**src/rtl/bscan_chain.sv**
```systemverilog
module bscan_chain #(
  parameter int N = 4
) (
  input  logic         clk,
  input  logic         rst_n,
  input  logic         scan_in,
  output logic         scan_out,
  input  logic         shift_en,
  input  logic         capture_en,
  input  logic         update_en,
  input  logic         test_mode,
  input  logic [N-1:0] core_out,
  input  logic [N-1:0] core_oe_n,
  input  logic [N-1:0] pin_in,
  output logic [N-1:0] pin_out,
  output logic [N-1:0] pin_oe_n,
  output logic [N-1:0] core_in
);
  localparam int W = 3 * N;

  function automatic logic [W-1:0] oe_ones();
    logic [W-1:0] m;
    m = '0;
    for (int i = 0; i < N; i++) m[3*i+1] = 1'b1;
    return m;
  endfunction

  localparam logic [W-1:0] UPD_RST = oe_ones();

  logic [W-1:0] sr;
  logic [W-1:0] upd;
  logic [W-1:0] cap_vec;

  for (genvar i = 0; i < N; i++) begin : g_cell
    assign cap_vec[3*i]   = core_out[i];
    assign cap_vec[3*i+1] = core_oe_n[i];
    assign cap_vec[3*i+2] = pin_in[i];
    assign pin_out[i]  = test_mode ? upd[3*i]   : core_out[i];
    assign pin_oe_n[i] = test_mode ? upd[3*i+1] : core_oe_n[i];
    assign core_in[i]  = test_mode ? upd[3*i+2] : pin_in[i];
  end

  always_ff @(posedge clk or negedge rst_n) begin
    if (!rst_n)          sr <= '0;
    else if (capture_en) sr <= cap_vec;
    else if (shift_en)   sr <= {sr[W-2:0], scan_in};
  end

  always_ff @(posedge clk or negedge rst_n) begin
    if (!rst_n)         upd <= UPD_RST;
    else if (update_en) upd <= sr;
  end

  assign scan_out = sr[W-1];
endmodule

```
**config.mk**
```make
export PLATFORM = sky130hd
export DESIGN_NAME = bscan_chain
export DESIGN_NICKNAME = d
export VERILOG_FILES = /design/src/rtl/bscan_chain.sv
export SDC_FILE = /design/constraint.sdc
export NUM_CORES = 1
export LEC_CHECK = 0
export BUFFER_PORTS_ARGS = -buffer_cell sky130_fd_sc_hd__buf_2
export CORE_MARGIN = 1
export CORE_UTILIZATION = 45
export CTS_CLUSTER_DIAMETER = 120
export CTS_CLUSTER_SIZE = 20
export DETAILED_ROUTE_END_ITERATION = 8
export HOLD_SLACK_MARGIN = 0.1
export PLACE_DENSITY = 0.82
export SYNTH_ARGS = -nofsm -noshare
export SYNTH_HDL_FRONTEND = slang
export SYNTH_SLANG_ARGS = --single-unit
export TNS_END_PERCENT = 30
```
**constraint.sdc**
```tcl
create_clock -name clk -period 0.8 [get_ports clk]
set_clock_uncertainty 0.05 [all_clocks]
set_input_delay 0.04 -clock clk [delete_from_list [all_inputs] [get_ports clk]]
set_output_delay 0.04 -clock clk [all_outputs]
set_load 0.01 [all_outputs]
```
==> impl_metrics.json <==
{
  "outcome": "finished, violations left",
  "violations": "negative setup slack",
  "cp_num_buf_inv": 1,
  "synth_cell_types": 11,
  "criticalPathCategory": "flip-flop to output pin",
  "drive_gt1_frac": 0.504,
  "worst_setup_path_end_kind": "output pin",
  "hold_class": "input port to flip-flop",
  "start_kind": "flip-flop",
  "final_net_count": 159,
  "initial_core_util": 0.497,
  "powerDensity_nw_per_um2": 1750,
  "synth.ff_latch_count": 24,
  "h-tree-depth": 1,
  "overflow": 0,
  "period_share": 1.53,
  "postSynthNetCount": 108,
  "dr.pass1.iters": 4,
  "gp_congestion": 0.721,
  "wl_per_cell_um": 15.4,
  "crit_family": "flip-flops",
  "drv_cap": 0,
  "fill_cells": 163,
  "hold_violations": 0,
  "synth_seq_area_share": 0.531,
  "synth_cells": 89,
  "setup_viol": 31,
  "rsz0062_at_grt": "yes",
  "hold_ws_ns": 0.101,
  "die_y_um": 52.4,
  "rows": 17,
  "cts.sink_count": 24,
  "drc": 0,
  "clock_latency_ns": 0.31,
  "setup_ws_ns": -0.428,
  "boundaryPins": 32,
  "avgViaCountPerCell": 5.28,
  "crit_fanout": 2,
  "grt_pass1_vias": 914,
  "grt_max_degree": 25,
  "syn_area_um2": 1140,
  "p_leak_nw": 0.810,
  "fin_crit_ns": 1.23,
  "place_hpwl_mm": 1.62,
  "layout_common_cells": "20 x dfrtp_1, 19 x buf_2, 15 x mux2_2",
  "crit_chain": "mux2_2 -> buf_6",
  "final_area_um2": 1680,
  "initialDrtViolationCount": 8,
  "grt_first_pass_wirelength_mm": 4.11,
  "cp_slowest_cell": "dfrtp_1",
  "dieArea_um2": 2740,
  "avgSynthCellArea_um2": 12.8,
  "slew_violations": 0,
  "cts_buffers": 3,
  "critPathArrivalTime_ns": 1.14,
  "vias": 881,
  "cts_buffer_depth": 2,
  "drt_wl_total_mm": 2.57,
  "tritoncts": "done",
  "max_stage_delay_ns": 0.42,
  "synth_warnings": 0,
  "timing.fmax_mhz": 814,
  "post_dp_cell_area_um2": 1380,
  "antenna_found_initial": 0,
  "numPortBuffers": 31,
  "worst_slew_pin_slew_ns": 0.412,
  "fp.dieW_um": 52.4,
  "areaGrowthSynthToFinish_pct": 46.8,
  "crit_required_ns": 0.71,
  "final_common_cell": "dfrtp_1",
  "clkSlewWorstSetupHoldPaths_ns": 0.13,
  "ant_nets": 0,
  "core_um2": 2300,
  "grt_usage": 0.209,
  "ir_drop_mv": 1.37,
  "insertedDiodeCount": 0,
  "relSlewSlack": 0.725,
  "cts_root_buf": "clkbuf_4",
  "pre_cts_slack_ns": -0.0708
}
-- kinds of logic after synthesis --
| kind of cell | Yosys count | share of synthesized area |
|---|---|---|
| AO/OA/AOI/OAI | 12 | 0.0559 |
| buffers and inverters | 5 | 0.0318 |
| flip-flops | 24 | 0.531 |
| multiplexers | 36 | 0.342 |
| AND/OR/NAND/NOR | 12 | 0.0395 |
-- metrics by stage --
step | utilization | instances | total power [mW] | TNS [ns]
floorplan | - | 89 | 1.84 | -0.0311
global placement | 0.600 | 147 | 2.06 | -0.440
detailed placement | 0.600 | 147 | 2.10 | -0.714
CTS | 0.721 | 166 | 2.92 | -5.49
global route | 0.729 | 167 | 3.06 | -6.52
finish | 0.729 | 167 | 2.94 | -5.56
-- path summary, 6_finish.rpt --
kind / end / depth (start not counted) / slack (ns) / from
setup / recovery: core_in[3] / 2 / -0.43 / upd[11]$_DFFE_PN0P_
hold / removal: sr[0]$_DFFE_PN0P_ / 3 / 0.10 / capture_en
setup reg to reg: upd[11]$_DFFE_PN0P_ / 2 / -0.16 / upd[11]$_DFFE_PN0P_
hold reg to reg: upd[9]$_DFFE_PN0P_ / 1 / 0.48 / upd[9]$_DFFE_PN0P_
max in group asynchronous: upd[4]$_DFFE_PN1P_ / 3 / 0.35 / rst_n
min in group asynchronous: upd[11]$_DFFE_PN0P_ / 3 / 0.13 / rst_n
-- area by class of cell --
cell class,instances,area [um2],share of cell area
timing repair buffer,51,465,0.278
tap,28,35.0,0.0209
multi-input combinational,60,533,0.318
clock buffer,4,36.3,0.0217
sequential,24,606,0.361
-- synth_stat cells, drive strengths merged --
| cell type | count | share of area |
|---|---|---|
| buf | 5 | 0.032 |
| dfstp | 4 | 0.092 |
| mux2 | 24 | 0.24 |
| nand2 | 12 | 0.039 |
| dfrtp | 20 | 0.44 |
| mux2i | 12 | 0.11 |
| o21ai | 12 | 0.056 |
-- power by group --
group          leakage (nW)  switching [mW]  internal, mW
combinational         0.504           0.310         0.512
clock                0.0210           0.349         0.278
sequential            0.285           0.100          1.39
-- registers in the layout, indices dropped and copies added, names as in the netlist --
register and flops:
sr 12, upd 12
-- routing by layer --
metal	up-vias	share of wire	wire, um	track usage
li1	415	-	-	-
met1	441	0.44	1140	0.250
met2	21	0.52	1320	0.371
met3	4	0.027	70	0.0261
met4	0	0.015	39	0.0921
met5	-	0	0	0
-- repair_timing --
item / in CTS / in global routing
gates resized for setup: 17 / 5
hold endpoints to repair: 40 / 0
pin swaps: 0 / 0
hold buffers: 14 / 0
buffers inserted: 1 / 1
endpoints found under the setup margin: 32 / 36
-- worst register-to-register path: stages (launching register included) --
cell and delay [ns]:
dfrtp_1 0.42, buf_4 0.14, mux2_4 0.26
(Power assumes the default switching activity.)
